--- src/rtl/irq_prio_arbiter.sv ---
module irq_prio_arbiter #(
  parameter int NSRC      = 8,
  parameter int LVL_W     = 4,
  parameter int GRP_W     = 2,
  parameter int TRAP_W    = 8,
  parameter int TRAP_BASE = 32
) (
  input  logic                    clk,
  input  logic                    rst_n,
  input  logic                    eoi,
  input  logic [LVL_W-1:0]        cpu_lvl,
  input  logic [NSRC-1:0]         req_set,
  input  logic [NSRC-1:0]         req_en,
  input  logic [NSRC*LVL_W-1:0]   src_lvl,
  input  logic [NSRC*GRP_W-1:0]   src_grp,
  output logic                    grant_vld,
  output logic [LVL_W-1:0]        grant_lvl,
  output logic [TRAP_W-1:0]       grant_trap,
  output logic [TRAP_W+1:0]       grant_vec,
  output logic [NSRC-1:0]         req_pend
);
  localparam int KEY_W = LVL_W + GRP_W;
  localparam int IDX_W = (NSRC > 1) ? $clog2(NSRC) : 1;

  logic [NSRC-1:0]  cand;
  logic [KEY_W-1:0] best_key;
  logic [IDX_W-1:0] best_idx;
  logic             best_any;
  logic [LVL_W-1:0] win_lvl;
  logic             take;
  logic [NSRC-1:0]  clr;
  logic [TRAP_W-1:0] win_trap;

  assign cand = req_pend & req_en;

  always_comb begin
    best_key = '0;
    best_idx = '0;
    best_any = 1'b0;
    for (int i = 0; i < NSRC; i++) begin
      if (cand[i] && (!best_any ||
          {src_lvl[i*LVL_W +: LVL_W], src_grp[i*GRP_W +: GRP_W]} > best_key)) begin
        best_key = {src_lvl[i*LVL_W +: LVL_W], src_grp[i*GRP_W +: GRP_W]};
        best_idx = IDX_W'(i);
        best_any = 1'b1;
      end
    end
  end

  assign win_lvl  = best_key[KEY_W-1 -: LVL_W];
  assign take     = eoi && best_any && (win_lvl > cpu_lvl);
  assign clr      = take ? (NSRC'(1) << best_idx) : '0;
  assign win_trap = TRAP_W'(TRAP_BASE) + TRAP_W'(best_idx);

  always_ff @(posedge clk or negedge rst_n) begin
    if (!rst_n) begin
      req_pend   <= '0;
      grant_vld  <= 1'b0;
      grant_lvl  <= '0;
      grant_trap <= '0;
      grant_vec  <= '0;
    end else begin
      req_pend   <= (req_pend & ~clr) | req_set;
      grant_vld  <= take;
      grant_lvl  <= take ? win_lvl : '0;
      grant_trap <= take ? win_trap : '0;
      grant_vec  <= take ? {win_trap, 2'b00} : '0;
    end
  end
endmodule

--- config.mk ---
export PLATFORM = sky130hd
export DESIGN_NAME = irq_prio_arbiter
export DESIGN_NICKNAME = d
export VERILOG_FILES = /design/src/rtl/irq_prio_arbiter.sv
export SDC_FILE = /design/constraint.sdc
export NUM_CORES = 1
export LEC_CHECK = 0
export BUFFER_PORTS_ARGS = -buffer_cell sky130_fd_sc_hd__buf_2
export CAP_MARGIN = 20
export CELL_PAD_IN_SITES_DETAIL_PLACEMENT = 1
export CELL_PAD_IN_SITES_GLOBAL_PLACEMENT = 1
export CORE_MARGIN = 2
export CORE_UTILIZATION = 39
export DETAILED_ROUTE_END_ITERATION = 8
export GPL_TIMING_DRIVEN = 1
export HOLD_SLACK_MARGIN = 0.08
export PLACE_DENSITY_LB_ADDON = 0.1
export SLEW_MARGIN = 0
export SYNTH_ARGS = -nofsm -noshare
export SYNTH_HDL_FRONTEND = slang
export SYNTH_SLANG_ARGS = --single-unit
--- constraint.sdc ---
create_clock -name clk -period 27.1 [get_ports clk]
set_input_delay 1.355 -clock clk [delete_from_list [all_inputs] [get_ports clk]]
set_output_delay 1.355 -clock clk [all_outputs]
set_load 0.02 [all_outputs]
==> results of run 1 <==
cell families after synthesis:
kind of cell               synth area share
AOI/OAI and AO/OA                     0.291
adders and majority gates             0.210
buffers and inverters                0.0922
DFF                                   0.146
muxes                                0.0543
other                               0.00137
and+or+nand+nor                       0.205
worst paths after layout:
path                                        from                     end  slack, ns  cells after the start
hold reg to reg            req_pend[6]$_DFF_PN0_   req_pend[6]$_DFF_PN0_       0.51                      1
setup reg to reg           req_pend[0]$_DFF_PN0_   req_pend[0]$_DFF_PN0_      12.13                     56
hold / removal             req_pend[6]$_DFF_PN0_   req_pend[6]$_DFF_PN0_       0.51                      1
setup / recovery                       req_en[0]   req_pend[0]$_DFF_PN0_      11.36                     57
min in group asynchronous                  rst_n  grant_lvl[2]$_DFF_PN0_       1.01                      1
max in group asynchronous                  rst_n  grant_vec[3]$_DFF_PN0_      25.83                      1
metal layers:
| metal | track usage | vias up | part of all wire |
|---|---|---|---|
| met5 | 0 | - | 0 |
| li1 | - | 1436 | - |
| met4 | 0.0336 | 0 | 0.0091 |
| met2 | 0.404 | 80 | 0.48 |
| met1 | 0.321 | 1385 | 0.45 |
| met3 | 0.0198 | 10 | 0.054 |
synthesized netlist by cell type (4+ instances only):
cell type / count
sky130_fd_sc_hd__a211o_1: 4
sky130_fd_sc_hd__a211oi_1: 8
sky130_fd_sc_hd__a21o_1: 11
sky130_fd_sc_hd__a21oi_1: 17
sky130_fd_sc_hd__a221o_1: 4
sky130_fd_sc_hd__a31oi_1: 4
sky130_fd_sc_hd__and2_1: 4
sky130_fd_sc_hd__buf_4: 16
sky130_fd_sc_hd__clkbuf_1: 5
sky130_fd_sc_hd__dfrtp_1: 16
sky130_fd_sc_hd__ha_1: 46
sky130_fd_sc_hd__inv_1: 29
sky130_fd_sc_hd__mux2_2: 7
sky130_fd_sc_hd__mux2i_1: 4
sky130_fd_sc_hd__nand2_1: 32
sky130_fd_sc_hd__nand2b_1: 10
sky130_fd_sc_hd__nand3_1: 8
sky130_fd_sc_hd__nand4_1: 6
sky130_fd_sc_hd__nor2_1: 28
sky130_fd_sc_hd__nor2b_1: 4
sky130_fd_sc_hd__nor4_1: 6
sky130_fd_sc_hd__o21a_1: 7
sky130_fd_sc_hd__o21ai_0: 14
sky130_fd_sc_hd__o32ai_1: 4
sky130_fd_sc_hd__or2_2: 5
worst max-delay path: cells and delay by family:
kind                       cells  cell delay (ns)
and+or+nand+nor               15             3.50
AOI/OAI and AO/OA             30             7.67
buffers and inverters          2             0.17
adders and majority gates      8             2.35
muxes                          2             0.83
final cells by class:
| type | instances | area share |
|---|---|---|
| Tap cell | 96 | 0.0367 |
| Inverter | 29 | 0.0333 |
| Multi-Input combinational cell | 287 | 0.649 |
| Clock buffer | 4 | 0.0168 |
| Sequential cell | 16 | 0.122 |
| Timing Repair Buffer | 92 | 0.142 |
through the flow:
stage	utilization	std cells	cell area [um2]	power, mW
floorplan	-	354	2780	0.271
CTS	0.481	524	3270	0.371
global placement	0.473	520	3220	0.337
finish	0.481	524	3270	0.367
detailed placement	0.473	520	3220	0.348
global route	0.481	524	3270	0.415
flip-flops by register name (all words and copies together), names as in the netlist:
register / cells
grant_lvl: 4
grant_vec: 4
req_pend: 8
power groups by stage:
stage	clock, mW	combinational (mW)	sequential [mW]
after floorplan	0	0.227	0.0436
after detailed placement	0	0.311	0.0370
after CTS	0.0216	0.313	0.0367
final	0.0210	0.310	0.0366
after global placement	0	0.300	0.0369
after global routing	0.0233	0.355	0.0374
==> metrics.txt, run 1 <==
# TYPE chip_impl_metric gauge
chip_impl_info{name="run_status",value="finished, final reports clean"} 1
chip_impl_metric{name="antenna_violating_nets_post_route",unit=""} 0
chip_impl_info{name="critPathLaunchType",value="input port"} 1
chip_impl_metric{name="synth_seq_area_share",unit=""} 0.146
chip_impl_metric{name="synth_top_area_frac",unit=""} 0.210
chip_impl_metric{name="first_pass_grt_wire_length",unit="mm"} 14.3
chip_impl_metric{name="fraction_of_power_consumed_by_sequential_logic",unit=""} 0.100
chip_impl_metric{name="drv_cap",unit=""} 0
chip_impl_metric{name="drv_slew",unit=""} 0
chip_impl_metric{name="synth_cell_types",unit=""} 58
chip_impl_metric{name="gr-usage-all-layers",unit=""} 0.233
chip_impl_metric{name="detailroute.via_count",unit=""} 2911
chip_impl_metric{name="timing.critical_path.required",unit="ns"} 27.27
chip_impl_metric{name="cts.reportedPaths.clkPinSlew",unit="ns"} 0.06
chip_impl_info{name="min-delay-path-class",value="reg2reg"} 1
chip_impl_metric{name="clock_latency",unit="ns"} 0.25
chip_impl_metric{name="power.ir.vdd_worst",unit="mV"} 0.0564
chip_impl_metric{name="sw_frac_of_total",unit=""} 0.538
chip_impl_metric{name="grt_max_degree",unit=""} 19
chip_impl_metric{name="dieWidth",unit="um"} 87.9
chip_impl_metric{name="combinational_group_share_of_total_power",unit=""} 0.843
chip_impl_metric{name="area_delta_synth_final",unit="%"} 19.3
chip_impl_metric{name="finalWirelength",unit="mm"} 8.64
chip_impl_info{name="dominantRegCellSynth",value="sky130_fd_sc_hd__dfrtp_1"} 1
chip_impl_metric{name="drive_above_1_share",unit=""} 0.273
chip_impl_metric{name="clkPwrFrac",unit=""} 0.057
chip_impl_metric{name="tightestPinTransition",unit="ns"} 1.03
chip_impl_metric{name="number_of_enable_type_register_cells_in_the_synthesized_netlist",unit=""} 0
chip_impl_metric{name="post_synthesis_cell_count",unit=""} 345
chip_impl_info{name="layout_commonest_cell",value="sky130_fd_sc_hd__buf_2"} 1
chip_impl_info{name="yosysTopAreaCell",value="sky130_fd_sc_hd__ha_1"} 1
chip_impl_metric{name="die-area",unit="mm2"} 0.00772
chip_impl_metric{name="n_fill_cell",unit=""} 896
chip_impl_metric{name="first_global_vias",unit=""} 2953
chip_impl_info{name="cts_tree",value="yes"} 1
chip_impl_metric{name="power_per_cell_area",unit="mW/mm2"} 112
chip_impl_metric{name="floorplan.io_pins",unit=""} 102
chip_impl_metric{name="buffer_ports.inserted",unit=""} 91
chip_impl_info{name="cts.root.buffer_cell",value="sky130_fd_sc_hd__clkbuf_8"} 1
chip_impl_metric{name="leakagePower",unit="nW"} 1.69
chip_impl_metric{name="final_period_minus_worst_setup_slack",unit="ns"} 15.74
chip_impl_metric{name="cell_internal_power_dissipation",unit="mW"} 0.170
chip_impl_metric{name="tcrit_tclk_final",unit=""} 0.581
chip_impl_metric{name="die_h",unit="um"} 87.9
chip_impl_info{name="criticalPathCategory",value="in2reg"} 1
chip_impl_metric{name="ys_async_sr_fraction",unit=""} 1.00
chip_impl_metric{name="multiInputGateArea",unit="mm2"} 0.00212
chip_impl_metric{name="final_nets",unit=""} 546
chip_impl_info{name="rsz0062_at_grt",value="false"} 1
chip_impl_metric{name="clock_path_buffers",unit=""} 2
chip_impl_metric{name="insertedDiodeCount",unit=""} 0
chip_impl_metric{name="place.gp.congestion",unit=""} 0.864
chip_impl_metric{name="timing_hold_violations_final",unit=""} 0
chip_impl_metric{name="cts.sink_count",unit=""} 16
chip_impl_metric{name="setup_ws",unit="ns"} 11.36
chip_impl_metric{name="netSwitchingPower",unit="mW"} 0.198
chip_impl_metric{name="drt_first_iter_violations",unit=""} 71
chip_impl_metric{name="finalSetupViolations",unit=""} 0
chip_impl_metric{name="slew_headroom",unit=""} 0.308
chip_impl_metric{name="drc",unit=""} 0
chip_impl_metric{name="maxClockFrequency",unit="MHz"} 63.5
chip_impl_metric{name="clock_skew",unit="ns"} 0.00310
chip_impl_info{name="critical_path.slowest_cell",value="sky130_fd_sc_hd__nor2_1"} 1
chip_impl_metric{name="postCtsSetupRepairBufs",unit=""} 0
chip_impl_metric{name="hold_ws",unit="ns"} 0.509
chip_impl_metric{name="synth_seq_cells",unit=""} 16
chip_impl_metric{name="cts_buffers",unit=""} 3
chip_impl_metric{name="gr-total-overflow",unit=""} 0
chip_impl_metric{name="worst_ep_arrival_time",unit="ns"} 15.91
chip_impl_metric{name="wl_per_cell",unit="um"} 16.5
chip_impl_info{name="synth.area.top_cells",value="sky130_fd_sc_hd__ha_1, sky130_fd_sc_hd__dfrtp_1, sky130_fd_sc_hd__buf_4"} 1
chip_impl_metric{name="core_area",unit="mm2"} 0.00679
chip_impl_info{name="mostFrequentLayoutCells",value="sky130_fd_sc_hd__buf_2, sky130_fd_sc_hd__ha_1, sky130_fd_sc_hd__nand2_1"} 1
chip_impl_metric{name="crit_fanout",unit=""} 18
chip_impl_metric{name="cts-hold-fix-buffers",unit=""} 0
chip_impl_metric{name="antenna_found_initial",unit=""} 0
chip_impl_metric{name="postCtsResizedCells",unit=""} 0
chip_impl_metric{name="htree_num_levels",unit=""} 1
chip_impl_metric{name="ys_warn_count",unit=""} 0
chip_impl_metric{name="synthesis.area",unit="mm2"} 0.00274
chip_impl_metric{name="core_rows",unit=""} 30
chip_impl_metric{name="final-seq-area",unit="um2"} 400
chip_impl_metric{name="placement.setup.worst_slack",unit="ns"} 11.06
chip_impl_metric{name="dp.final_hpwl",unit="mm"} 7.59
chip_impl_metric{name="critical-path-max-stage-delay",unit="ns"} 0.80
chip_impl_metric{name="final.setup.tns",unit="ns"} 0
chip_impl_info{name="cp_common_cell",value="sky130_fd_sc_hd__ha_1"} 1
chip_impl_metric{name="firstDrtPassIters",unit=""} 4
chip_impl_metric{name="postSynthAreaPerCell",unit="um2"} 7.95
chip_impl_metric{name="start_util",unit=""} 0.404
chip_impl_info{name="worst_setup_path_end_kind",value="flip-flop"} 1
chip_impl_metric{name="post_drt_via_cell_ratio",unit=""} 5.56
No activity file was read; power rests on OpenSTA's default activity.
==> run 2, diff against run 1 <==
- CORE_UTILIZATION: 39 -> 36
- clock period: 27.1 -> 16.5 ns (I/O delays scaled with it)
==> run 2 against run 1 <==
Effect of this change: flip-flop and latch count unchanged; non-clock buffer count increased by 1; cell count increased by 0.57%; cell area about the same; register-to-register slack got worse by 10 ns; clock power increased by 34%; die area increased by 7.9%; global-route usage decreased by 2.3 points; sequential share of layout area about the same; critical path type unchanged; critical endpoint is now req_pend[2]$_DFF_PN0_; highest routed layer unchanged.
==> metrics.txt, run 2 (synthesis results as in run 1) <==
# TYPE chip_impl_metric gauge
chip_impl_metric{name="cts-hold-fix-buffers",unit=""} 0
chip_impl_metric{name="detailroute.via_count",unit=""} 2888
chip_impl_metric{name="drive_above_1_share",unit=""} 0.276
chip_impl_info{name="worstSetupStartpoint",value="req_en[0]"} 1
chip_impl_metric{name="core_area",unit="mm2"} 0.00733
chip_impl_metric{name="antenna_violating_nets_post_route",unit=""} 0
chip_impl_metric{name="core_rows",unit=""} 31
chip_impl_metric{name="final_nets",unit=""} 547
chip_impl_metric{name="critical-path-max-stage-delay",unit="ns"} 0.81
chip_impl_info{name="mostFrequentLayoutCells",value="sky130_fd_sc_hd__buf_2, sky130_fd_sc_hd__ha_1, sky130_fd_sc_hd__nand2_1"} 1
chip_impl_info{name="cp_common_cell",value="sky130_fd_sc_hd__ha_1"} 1
chip_impl_metric{name="cts_buffers",unit=""} 3
chip_impl_metric{name="timing.critical_path.required",unit="ns"} 16.66
chip_impl_info{name="worst_r2r_endpoint",value="req_pend[2]$_DFF_PN0_"} 1
chip_impl_metric{name="gr-usage-all-layers",unit=""} 0.210
chip_impl_info{name="critical_path.slowest_cell",value="sky130_fd_sc_hd__o311ai_0"} 1
chip_impl_metric{name="drv_cap",unit=""} 0
chip_impl_info{name="cts_tree",value="yes"} 1
chip_impl_metric{name="setup_ws",unit="ns"} 1.58
chip_impl_metric{name="worst_reg2reg_path_depth",unit=""} 57
chip_impl_info{name="worstReg2RegStart",value="req_pend[0]$_DFF_PN0_"} 1
chip_impl_metric{name="grt_max_degree",unit=""} 19
chip_impl_metric{name="maxClockFrequency",unit="MHz"} 67.0
chip_impl_metric{name="wl_per_cell",unit="um"} 16.4
chip_impl_metric{name="clock_skew",unit="ns"} 0.00268
chip_impl_info{name="critPathLaunchType",value="input port"} 1
chip_impl_metric{name="setup_slack_of_the_worst_register_to_register_path",unit="ns"} 1.83
chip_impl_metric{name="area_delta_synth_final",unit="%"} 19.3
chip_impl_info{name="worst_setup_path_end_kind",value="flip-flop"} 1
chip_impl_metric{name="crit_fanout",unit=""} 17
chip_impl_metric{name="htree_num_levels",unit=""} 1
chip_impl_metric{name="clock_latency",unit="ns"} 0.24
chip_impl_metric{name="total_power",unit="mW"} 0.604
chip_impl_metric{name="gr-total-overflow",unit=""} 0
chip_impl_info{name="cts.root.buffer_cell",value="sky130_fd_sc_hd__clkbuf_8"} 1
chip_impl_metric{name="insertedDiodeCount",unit=""} 0
chip_impl_metric{name="drv_slew",unit=""} 0
chip_impl_metric{name="tightestPinTransition",unit="ns"} 0.865
chip_impl_metric{name="die_h",unit="um"} 91.3
chip_impl_metric{name="slew_headroom",unit=""} 0.416
chip_impl_metric{name="clock_path_buffers",unit=""} 2
chip_impl_metric{name="first_pass_grt_wire_length",unit="mm"} 14.4
chip_impl_metric{name="firstDrtPassIters",unit=""} 4
chip_impl_metric{name="power_per_cell_area",unit="mW/mm2"} 185
chip_impl_info{name="regMostFlops",value="req_pend"} 1
chip_impl_metric{name="cts.reportedPaths.clkPinSlew",unit="ns"} 0.06
chip_impl_metric{name="largest_reg_flops",unit=""} 8
chip_impl_info{name="layout_commonest_cell",value="sky130_fd_sc_hd__buf_2"} 1
chip_impl_info{name="min-delay-path-class",value="in2async"} 1
chip_impl_metric{name="postCtsResizedCells",unit=""} 0
chip_impl_metric{name="drt_first_iter_violations",unit=""} 127
chip_impl_info{name="global_route.peak_usage_layer",value="met2"} 1
chip_impl_metric{name="leakagePower",unit="nW"} 1.69
chip_impl_metric{name="cts.sink_count",unit=""} 16
chip_impl_metric{name="buffer_ports.inserted",unit=""} 91
chip_impl_metric{name="final_period_minus_worst_setup_slack",unit="ns"} 14.92
chip_impl_metric{name="power.ir.vdd_worst",unit="mV"} 0.0722
chip_impl_metric{name="post_drt_via_cell_ratio",unit=""} 5.48
chip_impl_metric{name="place.gp.congestion",unit=""} 0.857
chip_impl_metric{name="start_util",unit=""} 0.374
chip_impl_metric{name="worst_ep_arrival_time",unit="ns"} 15.08
chip_impl_metric{name="grtUsageMet3",unit=""} 0.0174
chip_impl_metric{name="first_global_vias",unit=""} 2874
chip_impl_metric{name="postCtsSetupRepairBufs",unit=""} 0
chip_impl_metric{name="met2_usage",unit=""} 0.359
chip_impl_metric{name="timing_hold_violations_final",unit=""} 0
chip_impl_metric{name="finalWirelength",unit="mm"} 8.66
chip_impl_metric{name="tcrit_tclk_final",unit=""} 0.904
chip_impl_metric{name="drc",unit=""} 0
chip_impl_info{name="criticalPathCategory",value="in2reg"} 1
chip_impl_metric{name="placement.setup.worst_slack",unit="ns"} 0.861
chip_impl_metric{name="gr-usage-met1",unit=""} 0.297
chip_impl_info{name="rsz0062_at_grt",value="false"} 1
chip_impl_metric{name="dieWidth",unit="um"} 91.3
chip_impl_metric{name="floorplan.io_pins",unit=""} 102
chip_impl_metric{name="dp.final_hpwl",unit="mm"} 7.60
chip_impl_metric{name="antenna_found_initial",unit=""} 0
chip_impl_metric{name="final.setup.tns",unit="ns"} 0
chip_impl_info{name="reg_top3",value="req_pend x8, grant_lvl x4, grant_vec x4"} 1
chip_impl_metric{name="die-area",unit="mm2"} 0.00833
chip_impl_info{name="run_status",value="finished, final reports clean"} 1
chip_impl_metric{name="finalSetupViolations",unit=""} 0
[run 2: cell count changes in the layout (fill, tap and decap cells not counted), sizes merged]
| cell | change |
|---|---|
| buf | +1 |
| clkbuf | -1 |
[run 2: worst max-delay path: cells and delay by family]
kind / cells / cell delay, ns
AOI/OAI and AO/OA: 28 / 7.54
and+or+nand+nor: 15 / 2.56
adders and majority gates: 8 / 2.29
muxes: 3 / 1.19
buffers and inverters: 4 / 0.67
[run 2: worst max-delay path by stage]
| stage | end | slack, ns | cells past startpoint |
|---|---|---|---|
| 3_5_place_dp | req_pend[2]$_DFF_PN0_ | 0.86 | 57 |
| 5_1_grt | req_pend[1]$_DFF_PN0_ | 0.28 | 59 |
| 6_report | req_pend[2]$_DFF_PN0_ | 1.58 | 58 |
| 2_1_floorplan | req_pend[0]$_DFF_PN0_ | 3.00 | 61 |
| 4_1_cts | req_pend[2]$_DFF_PN0_ | 1.03 | 57 |
| 3_3_place_gp | req_pend[1]$_DFF_PN0_ | 1.07 | 57 |
[run 2: layout make-up]
type,count,area [um2]
multi-input cells,287,2130
inverters,29,109
clock buffers,3,41.3
fillers,954,4060
flip-flops and latches,16,400
repair buffers,93,470
well taps,99,124
[run 2: per-stage QoR]
step	hold WS [ns]	util	cells	area, um2
3_3_place_gp	0.480	0.439	523	3220
3_5_place_dp	0.499	0.439	523	3220
2_1_floorplan	0.529	-	354	2780
5_1_grt	0.511	0.446	527	3270
6_report	0.487	0.446	527	3270
4_1_cts	0.498	0.445	526	3260
[run 2: per-layer routing]
metal	routed length, um	part of all wire
met5	0	0
met4	72	0.0083
met3	413	0.048
met2	4060	0.47
met1	4110	0.47
[run 2: report_power, final]
part	leakage (nW)	internal, mW	switching [mW]
combinational	1.49	0.208	0.307
sequential	0.179	0.0513	0.00952
clock	0.0216	0.0161	0.0121
